--- src/rtl/uart_sleep_pkg.sv ---
package uart_sleep_pkg;
    typedef enum logic [1:0] {
        ST_RUN    = 2'd0,
        ST_SLEEP  = 2'd1,
        ST_WARMUP = 2'd2,
        ST_GUARD  = 2'd3
    } slp_state_e;

    localparam int unsigned MDM_W = 4;
endpackage

--- src/rtl/wake_detect.sv ---
module wake_detect #(
    parameter int unsigned MW = 4
) (
    input  logic          clk,
    input  logic          rst_n,
    input  logic          rx_in,
    input  logic [MW-1:0] modem_in,
    output logic          rx_fall,
    output logic          modem_chg
);
    logic          rx_q;
    logic [MW-1:0] mdm_q;

    always_ff @(posedge clk or negedge rst_n) begin
        if (!rst_n) begin
            rx_q  <= 1'b1;
            mdm_q <= '0;
        end else begin
            rx_q  <= rx_in;
            mdm_q <= modem_in;
        end
    end

    assign rx_fall   = rx_q & ~rx_in;
    assign modem_chg = |(mdm_q ^ modem_in);
endmodule

--- src/rtl/wake_flags.sv ---
module wake_flags (
    input  logic clk,
    input  logic rst_n,
    input  logic set_irq,
    input  logic clr_irq,
    input  logic set_hold,
    input  logic clr_hold,
    output logic irq,
    output logic hold
);
    always_ff @(posedge clk or negedge rst_n) begin
        if (!rst_n) begin
            irq  <= 1'b0;
            hold <= 1'b0;
        end else begin
            if (set_irq)       irq <= 1'b1;
            else if (clr_irq)  irq <= 1'b0;
            if (set_hold)      hold <= 1'b1;
            else if (clr_hold) hold <= 1'b0;
        end
    end
endmodule

--- src/rtl/uart_sleep_ctrl.sv ---
module uart_sleep_ctrl
    import uart_sleep_pkg::*;
#(
    parameter int unsigned NCH         = 2,
    parameter int unsigned STARTUP_CYC = 8
) (
    input  logic                 clk,
    input  logic                 rst_n,
    input  logic [NCH-1:0]       irq_pend,
    input  logic [NCH-1:0]       sleep_en,
    input  logic [NCH*MDM_W-1:0] msr_delta,
    input  logic [NCH-1:0]       rx_in,
    input  logic [NCH*MDM_W-1:0] modem_in,
    input  logic [NCH-1:0]       tx_load,
    input  logic [NCH-1:0]       msr_rd,
    input  logic [NCH-1:0]       isr_rd,
    input  logic                 iso_strap,
    output logic                 osc_en,
    output logic                 bus_iso,
    output logic [NCH-1:0]       wake_irq,
    output logic                 awake
);
    localparam int unsigned CW = $clog2(STARTUP_CYC + 1);
    localparam logic [CW-1:0] CNT_LAST = CW'(STARTUP_CYC - 1);

    slp_state_e state, state_nx;
    logic [CW-1:0]  cnt;
    logic [NCH-1:0] rx_fall, mdm_chg, evt, hold;
    logic           in_sleep, idle_ok, any_evt, all_en;

    assign in_sleep = (state == ST_SLEEP);
    assign all_en   = &sleep_en;

    for (genvar c = 0; c < NCH; c++) begin : g_ch
        wake_detect #(.MW(MDM_W)) u_det (
            .clk       (clk),
            .rst_n     (rst_n),
            .rx_in     (rx_in[c]),
            .modem_in  (modem_in[c*MDM_W +: MDM_W]),
            .rx_fall   (rx_fall[c]),
            .modem_chg (mdm_chg[c])
        );

        // A transmit load is a host bus access: blocked when isolation is strapped.
        assign evt[c] = rx_fall[c] | mdm_chg[c] | (tx_load[c] & ~iso_strap);

        wake_flags u_flg (
            .clk      (clk),
            .rst_n    (rst_n),
            .set_irq  (in_sleep & evt[c]),
            .clr_irq  (isr_rd[c]),
            .set_hold (in_sleep & mdm_chg[c]),
            .clr_hold (msr_rd[c]),
            .irq      (wake_irq[c]),
            .hold     (hold[c])
        );
    end

    assign any_evt = |evt;
    assign idle_ok = ~|irq_pend & all_en & ~|msr_delta & (&rx_in)
                   & ~|wake_irq & ~|hold;

    always_comb begin
        state_nx = state;
        unique case (state)
            ST_RUN:    if (idle_ok) state_nx = ST_SLEEP;
            ST_SLEEP:  if (any_evt || !all_en) state_nx = ST_WARMUP;
            ST_WARMUP: if (cnt == CNT_LAST) state_nx = ST_GUARD;
            ST_GUARD:  state_nx = ST_RUN;
            default:   state_nx = ST_RUN;
        endcase
    end

    always_ff @(posedge clk or negedge rst_n) begin
        if (!rst_n) begin
            state <= ST_RUN;
            cnt   <= '0;
        end else begin
            state <= state_nx;
            cnt   <= (state == ST_WARMUP) ? cnt + 1'b1 : '0;
        end
    end

    always_comb begin
        osc_en  = 1'b1;
        awake   = 1'b0;
        bus_iso = 1'b0;
        unique case (state)
            ST_RUN:    awake = 1'b1;
            ST_SLEEP: begin
                osc_en  = 1'b0;
                bus_iso = iso_strap & all_en;
            end
            ST_WARMUP: awake = 1'b0;
            ST_GUARD:  awake = 1'b1;
            default:   awake = 1'b1;
        endcase
    end
endmodule

--- config.mk ---
export PLATFORM = sky130hd
export DESIGN_NAME = uart_sleep_ctrl
export DESIGN_NICKNAME = d
export VERILOG_FILES = /design/src/rtl/uart_sleep_pkg.sv /design/src/rtl/wake_detect.sv /design/src/rtl/wake_flags.sv /design/src/rtl/uart_sleep_ctrl.sv
export SDC_FILE = /design/constraint.sdc
export NUM_CORES = 1
export LEC_CHECK = 0
export BUFFER_PORTS_ARGS = -buffer_cell sky130_fd_sc_hd__buf_2
export CELL_PAD_IN_SITES_DETAIL_PLACEMENT = 1
export CELL_PAD_IN_SITES_GLOBAL_PLACEMENT = 1
export CORE_ASPECT_RATIO = 1.75
export CORE_UTILIZATION = 38
export CTS_BUF_LIST = sky130_fd_sc_hd__clkbuf_2
export DETAILED_ROUTE_END_ITERATION = 10
export PLACE_DENSITY_LB_ADDON = 0.1
export SYNTH_ARGS = -nofsm -noshare
export SYNTH_HDL_FRONTEND = slang
export SYNTH_SLANG_ARGS = --single-unit
--- constraint.sdc ---
create_clock -name clk -period 1.95 [get_ports clk]
set_clock_uncertainty 0.05 [all_clocks]
set_input_delay 0.39 -clock clk [delete_from_list [all_inputs] [get_ports clk]]
set_output_delay 0.39 -clock clk [all_outputs]
set_load 0.02 [all_outputs]
# After elaboration in Yosys (flattened, before gate mapping)

Cells that the tools add are included.

Add/sub/neg operators: 1
Equality and inequality tests: 7
Mux-type cells: 16
Bitwise operators: 23
Reduce and logical (&&, ||, !) cells: 22

Operators by type and width:

| operator                                                              | number |
|---|---|
| 1-bit AND                                                             | 14 |
| 1-bit two-way mux                                                     | 11 |
| 2-bit OR reduction                                                    | 5 |
| 2-bit one-hot mux with 4 select lines                                 | 1 |
| 2-bit nonzero test                                                    | 4 |
| 4-bit OR reduction                                                    | 2 |
| 8-bit OR reduction                                                    | 1 |
| 4-bit bitwise XOR                                                     | 2 |
| 2-bit two-way mux                                                     | 3 |
| 1-bit logical NOT                                                     | 5 |
| 4-bit by 1-bit adder with 4-bit output, second input constant         | 1 |
| 2-bit equality test, second input constant                            | 2 |
| 4-bit by 3-bit equality test with 1-bit output, second input constant | 1 |
| 4-bit two-way mux                                                     | 1 |
| 2-bit != test, second input constant                                  | 2 |
| 1-bit bitwise OR                                                      | 4 |
| 2-bit AND reduction                                                   | 2 |
| 1-bit inverter                                                        | 3 |
| 3-bit AND reduction                                                   | 1 |
| 2-bit by 1-bit equality test with 1-bit output, second input constant | 1 |
| 2-bit logical NOT                                                     | 1 |
| 2-bit by 1-bit != test with 1-bit output, second input constant       | 1 |
| 1-bit logical OR                                                      | 1 |

Register bits: 20
Input bits: 31
Output and inout port bits: 5

# Logic depth before layout (Yosys ltp)

Gate-level depths: netlist of the first run.

Depth after elaboration: 9
Mapped depth: 5

# Cells and area by module

A second synthesis of the first run with hierarchy kept.

Cells, all modules: 78
Area, all modules: 932.1 um2

By module, submodules not included:

| module          | times used | cells an instance | area each (um2) | seq. area each (um2) |
|---|---|---|---|---|
| uart_sleep_ctrl | 1          | 44                | 439.2           | 150.1 |
| wake_detect     | 2          | 11                | 173.9           | 126.4 |
| wake_flags      | 2          | 6                 | 72.6            | 50.0 |

# Worst setup path after synthesis of the first run

No wires, ideal clock.

Path type: input to register
Start point: input port modem_in[1]
End point: register state[0]
Setup time: 0.079 ns
Arrival time: 1.467 ns
Data required time: 1.821 ns
Setup slack: 0.354 ns
Stages: 5
Path buffers: 0
Cells stage by stage: xor2_1 -> nor4_4 -> nand2_2 -> o311ai_2 -> mux2i_1

Word-level cells in the longest chain between the ends: 8

RTL lines:

| what                                                      | line                  | source |
|---|---|---|
| start: declaration                                        | uart_sleep_ctrl.sv:13 | `input logic [NCH*MDM_W-1:0] modem_in,` |
| 4-bit bitwise XOR                                         | wake_detect.sv:25     | `assign modem_chg = \|(mdm_q ^ modem_in);` |
| 4-bit OR reduction                                        | wake_detect.sv:25     |  |
| 1-bit bitwise OR (2 in series)                            | uart_sleep_ctrl.sv:45 | `assign evt[c] = rx_fall[c] \| mdm_chg[c] \| (tx_load[c] & ~iso_strap);` |
| 2-bit OR reduction                                        | uart_sleep_ctrl.sv:59 | `assign any_evt = \|evt;` |
| 1-bit logical OR                                          | uart_sleep_ctrl.sv:67 | `ST_SLEEP: if (any_evt \|\| !all_en) state_nx = ST_WARMUP;` |
| 2-bit by 1-bit != test with 1-bit output (no source line) | -                     |  |
| 3-bit AND reduction (no source line)                      | -                     |  |
| end signal: assignment                                    | uart_sleep_ctrl.sv:79 | `state <= state_nx;` |
| end: declaration                                          | uart_sleep_ctrl.sv:26 | `slp_state_e state, state_nx;` |

No other way between the ends.
A chain may end at the register's enable or synchronous reset.

# Worst setup path in the final report of the first run

Start point: register state[1]
End point: output port bus_iso

Word-level cells in the longest chain between the ends: 2

RTL lines:

| what                                           | line                  | source |
|---|---|---|
| 2-bit by 1-bit equality test with 1-bit output | uart_sleep_ctrl.sv:88 | `unique case (state)` |
| 1-bit two-way mux                              | uart_sleep_ctrl.sv:88 |  |
| end: declaration                               | uart_sleep_ctrl.sv:19 | `output logic bus_iso,` |

No other way between the ends.

==> impl_metrics.ini, run 1 <==
[cells_and_area]
n_fill_cell = 288
layout.area.seq_um2 = 503
finalNonFillerCells = 144
multi_input_area_um2 = 403
num_antenna_cells = 0
final_layout_size_suffix_gt1_share_pct = 42.9
fin_nets = 156
syn2layout_area_growth_pct = 26.3

[clock_network]
htreeDepth = 1
clk_latency_ns = 0.30
cts_tree = built
cts_buffers = 3
clk_path_buf_depth = 2
path_clk_slew_ns = 0.19
clock_sinks = 20
cts-root-buf = clkbuf_2

[power_and_ir_drop]
leakagePower_nw = 0.600
power.density_mw_per_mm2 = 1100
peakVddDrop_mv = 0.758

[placement]
dp_cells = 138
gp_congestion = 0.693
hpwlAfterDp_um = 1750
portBuffers = 35

[min_path]
min_path_type = input port to flop

[die]
ioPinCount = 36
die-area_mm2 = 0.00269
coreArea_mm2 = 0.00233
start_util_pct = 40.5
die_w_um = 39.7
fp.dieH_um = 67.9
rows = 23

[timing]
setup_violations = 0
fin_crit_ns = 1.84
post-route-period-util_pct = 94.4
rsz0062_at_grt = yes
worst_slew_pin_slew_ns = 0.454
timing.hold.ws_ns = 0.120
fin_setup_tns_ns = 0
hold_violations = 0
fmax_ghz = 0.543
slew_headroom_pct = 69.7
slew_viol_final = 0

[worst_setup_path]
required_ns = 1.51
critical_path_class = flop to output pin
cp.arrival_ns = 1.40
cp_max_fo = 4
startpoint_type = flop
worst_setup_path_end_kind = output pin

[global_route]
grt_antenna_before_repair = 0
grt_usage_pct = 17.8
grt_pass1_vias = 751
grt_overflow = 0
grt_pass1_wl_um = 3330
grt_max_degree = 21

[route]
ant_nets = 0
dr.pass1.iters = 2
dr_total_vias = 704
drtIter0Drc = 4
detail_route.wl_per_cell_um = 15.0
totalWireLength_um = 2160
vias_per_cell = 4.89
route.detailed.drc = 0

[job]
cap_violations = 0

[synthesis]
syn_area_per_cell_um2 = 11.8
ys_ff_latch = 20
synth_area_um2 = 943
ys_seq_area_share_pct = 53.3
netlist_instances = 80
yosys_warnings = 0
synth_fp_nets = 116
synth_cell_type_count = 24

[run_status]
status = completed
cells in the final DEF, fill, tap and decap left out, drive strengths merged, types with 4 or more instances in the layout:
cell / netlist / final
inv: 10 / 10
xor2: 9 / 9
buf: 2 / 36
nand3: 4 / 4
nor4: 4 / 4
ha: 5 / 5
clkbuf: 0 / 4
nand2: 5 / 5
dfrtp: 18 / 18
cells by family (layout without fill, tap and decap cells):
logic type,after synthesis,count (layout),share of synthesized area [%]
buf+inv,13,52,5.97
mux,2,2,2.12
compound gates,9,9,7.96
fa+ha+maj,5,5,6.63
xor+xnor,10,10,9.28
simple gates,21,21,14.7
flops,20,20,53.3
area by class of cell:
| class | count | area share [%] |
|---|---|---|
| clock buffer | 4 | 1.68 |
| inverter | 11 | 3.47 |
| multi-input combinational | 47 | 33.8 |
| sequential | 20 | 42.2 |
| tap | 25 | 2.63 |
| timing repair buffer | 37 | 16.2 |
worst paths after layout:
kind	start	to	slack, ns	depth (start not counted)
max in group asynchronous	rst_n	g_ch[0].u_det.rx_q	1.02	2
worst max register to register	g_ch[1].u_flg.irq	state[1]	0.18	5
worst max-delay path	state[1]	bus_iso	0.11	5
min in group asynchronous	rst_n	g_ch[1].u_flg.hold	0.49	2
worst min register to register	cnt[0]	cnt[0]	0.43	1
worst min-delay path	rx_in[1]	g_ch[1].u_det.rx_q	0.12	1
sequential cells by signal (all words and copies together) (netlist names):
| name | cells |
|---|---|
| cnt | 4 |
| g_ch.u_flg.irq | 2 |
| g_ch.u_flg.hold | 2 |
| g_ch.u_det.mdm_q | 8 |
| state | 2 |
| g_ch.u_det.rx_q | 2 |
power by group:
| group | internal (mW) | switching, mW |
|---|---|---|
| logic | 0.230 | 0.327 |
| registers | 0.506 | 0.0664 |
| clock network | 0.0544 | 0.125 |
| total | 0.791 | 0.518 |
cell usage after synthesis (all sizes together):
master	instances	area, um^2
nor4	4	46.3
o41ai	1	16.3
xor2	9	78.8
nor2b	1	6.26
mux2i	2	20.0
inv	10	37.5
o311ai	1	16.3
buf	2	15.0
nor4b	1	15.0
o21ai	3	15.0
nor2	3	11.3
clkinv	1	3.75
a22oi	2	15.0
xnor2	1	8.76
o22ai	2	12.5
and2	3	18.8
ha	5	62.6
nand3	4	20.0
dfrtp	18	450
nand2	5	21.3
dfstp	2	52.6
worst max-delay path, stage by stage, from the launching register on:
cell and delay, ns:
dfrtp_1 0.44, inv_2 0.11, ha_4 0.16, nand3_1 0.11, nor2_1 0.11, buf_2 0.17
per-layer routing:
metal  share of wire [%]  GRT usage (%)
met1                  36           18.8
met2                  61           33.6
met3                 2.5           2.92
met4                0.70           5.17
met5                   0              0
stage by stage:
stage / cell area (um^2) / total power, mW / utilization [%] / worst slack (ns)
after floorplan: 943 / 0.924 / - / 0.354
after global placement: 1130 / 1.06 / 48.7 / 0.0824
after detailed placement: 1130 / 1.10 / 48.7 / -0.00379
after CTS: 1180 / 1.30 / 50.5 / 0.0142
after global routing: 1190 / 1.41 / 51.1 / -0.0106
final: 1190 / 1.31 / 51.1 / 0.108
what timing repair did:
item	in CTS	in global routing
cloned	0	0
hold buffers	1	0
resized for setup	2	2
endpoints found under the hold margin	18	0
setup endpoints to repair	1	4
buffers inserted	0	1
(Power assumes the default switching activity.)
==> run 2, diff against run 1 <==
clock period = 2 ns   (was 1.95 ns; I/O delays follow)
==> run 2 against run 1 <==
Against the previous run:
- non-clock buffer count did not move
- wire length rose by 0.97%
- largest power group unchanged
- critical path depth did not move
==> impl_metrics.ini, run 2 (synthesis gave the netlist of run 1 again) <==
[cells_and_area]
syn2layout_area_growth_pct = 29.2
fin_nets = 156
num_antenna_cells = 0
final_layout_size_suffix_gt1_share_pct = 43.7
fin_util_pct = 52.3
final_common_cell = buf_2
mostFrequentLayoutCells = 34 x buf_2, 18 x dfrtp_1, 9 x xor2_1, 8 x inv_1
multi_input_area_um2 = 403
post-route-cell-area_mm2 = 0.00122
layout.area.seq_um2 = 503
top_register = g_ch.u_det.mdm_q
largest_reg_flops = 8
n_fill_cell = 280
largestRegisters = g_ch.u_det.mdm_q (8), cnt (4)

[worst_setup_path]
cp_slowest_cell = dfrtp_1
worst_setup_path_end_kind = output pin
critical_path_class = flop to output pin
slowest_delay_ns = 0.44
cp.arrival_ns = 1.42
timing.rr.start = g_ch[1].u_det.mdm_q[1]
startpoint_type = flop
r2r_slack_ns = 0.19
cp_cell_sequence = inv_2 > ha_4 > nand3_1 > nor2_1 > buf_4
cp_max_fo = 4
r2r_cells = 5
timing.rr.end = state[1]
required_ns = 1.55

[min_path]
hold_end = g_ch[1].u_det.rx_q
hold_depth = 1
hold_start = rx_in[1]
min_path_type = input port to flop

[global_route]
grt_usage_pct = 18.5
grt_pass1_vias = 779
grt_antenna_before_repair = 0
grt_max_degree = 21
grt_overflow = 0
grt_pass1_wl_um = 3420

[route]
detail_route.wl_per_cell_um = 15.1
totalWireLength_um = 2180
dr.pass1.iters = 2
dr_total_vias = 720
vias_per_cell = 5.00
ant_nets = 0
route.detailed.drc = 0
drtIter0Drc = 10

[clock_network]
path_clk_slew_ns = 0.19
clock_sinks = 20
cts_tree = built
clk_path_buf_depth = 2
cts-root-buf = clkbuf_2
htreeDepth = 1
cts_buffers = 3
clk_latency_ns = 0.33

[die]
rows = 23
coreArea_mm2 = 0.00233
die_w_um = 39.7
ioPinCount = 36
die-area_mm2 = 0.00269
start_util_pct = 40.5
fp.dieH_um = 67.9

[timing]
setup_violations = 0
fmax_ghz = 0.535
hold_violations = 0
slew_headroom_pct = 69.8
fin_crit_ns = 1.87
post-route-period-util_pct = 93.4
worst_slew_pin_slew_ns = 0.453
slew_viol_final = 0
fin_setup_tns_ns = 0
rsz0062_at_grt = no

[power_and_ir_drop]
peakVddDrop_mv = 0.636
power.density_mw_per_mm2 = 1150
leakagePower_nw = 0.609

[placement]
dpl_cell_area_mm2 = 0.00113
hpwlAfterDp_um = 1780
gp_congestion = 0.694
portBuffers = 35

[job]
cap_violations = 0

[run_status]
status = completed
run 2: changes by cell type in the layout (fill, tap and decap cells not counted), sizes merged:
cell | before | now
bufinv | 0 | 1
clkbuf | 4 | 3
run 2: final cells by class:
cell class	count	share of cell area [%]
sequential	20	41.3
timing repair buffer	37	16.0
clock inverter	1	2.46
inverter	11	3.39
clock buffer	3	1.23
tap	25	2.57
multi-input combinational	47	33.1
run 2: metrics by stage:
step	hold WS, ns	instances	power (mW)	setup WS (ns)
final	0.115	144	1.41	0.132
after global routing	0.0773	144	1.51	0.0117
after global placement	0.313	138	1.03	0.122
after detailed placement	0.332	138	1.07	0.0575
after CTS	0.0970	143	1.39	0.0151
after floorplan	0.0544	80	0.901	0.394
run 2: worst max-delay path: cells and delay by family (launching register included):
kind / cells / cell delay (ns)
flops: 1 / 0.44
buf+inv: 2 / 0.26
simple gates: 2 / 0.24
fa+ha+maj: 1 / 0.16
run 2: routing by layer:
| layer | share of wire (%) | wire (um) | global-route usage, % |
|---|---|---|---|
| met1 | 34 | 744 | 18.4 |
| met2 | 62 | 1340 | 35.5 |
| met4 | 1.2 | 27 | 7.76 |
| met3 | 2.8 | 62 | 2.27 |
| met5 | 0 | 0 | 0 |
run 2: how the worst max path moves through the flow:
| stage | to | from | slack, ns |
|---|---|---|---|
| 6_report | bus_iso | state[1] | 0.13 |
| 3_5_place_dp | state[1] | modem_in[5] | 0.06 |
| 2_1_floorplan | state[0] | modem_in[1] | 0.39 |
| 4_1_cts | bus_iso | state[1] | 0.02 |
| 5_1_grt | bus_iso | state[1] | 0.01 |
| 3_3_place_gp | state[0] | modem_in[5] | 0.12 |
run 2: report_power, final:
part           internal, mW  switching, mW
logic                 0.225          0.310
registers             0.494         0.0724
clock network         0.173          0.134
run 2: timing repair:
action / in CTS / in global routing
endpoints found under the hold margin: 18 / 0
buffers inserted: 0 / 1
hold buffers: 1 / 0
gates resized for setup: 2 / 4
endpoints found under the setup margin: 1 / 2
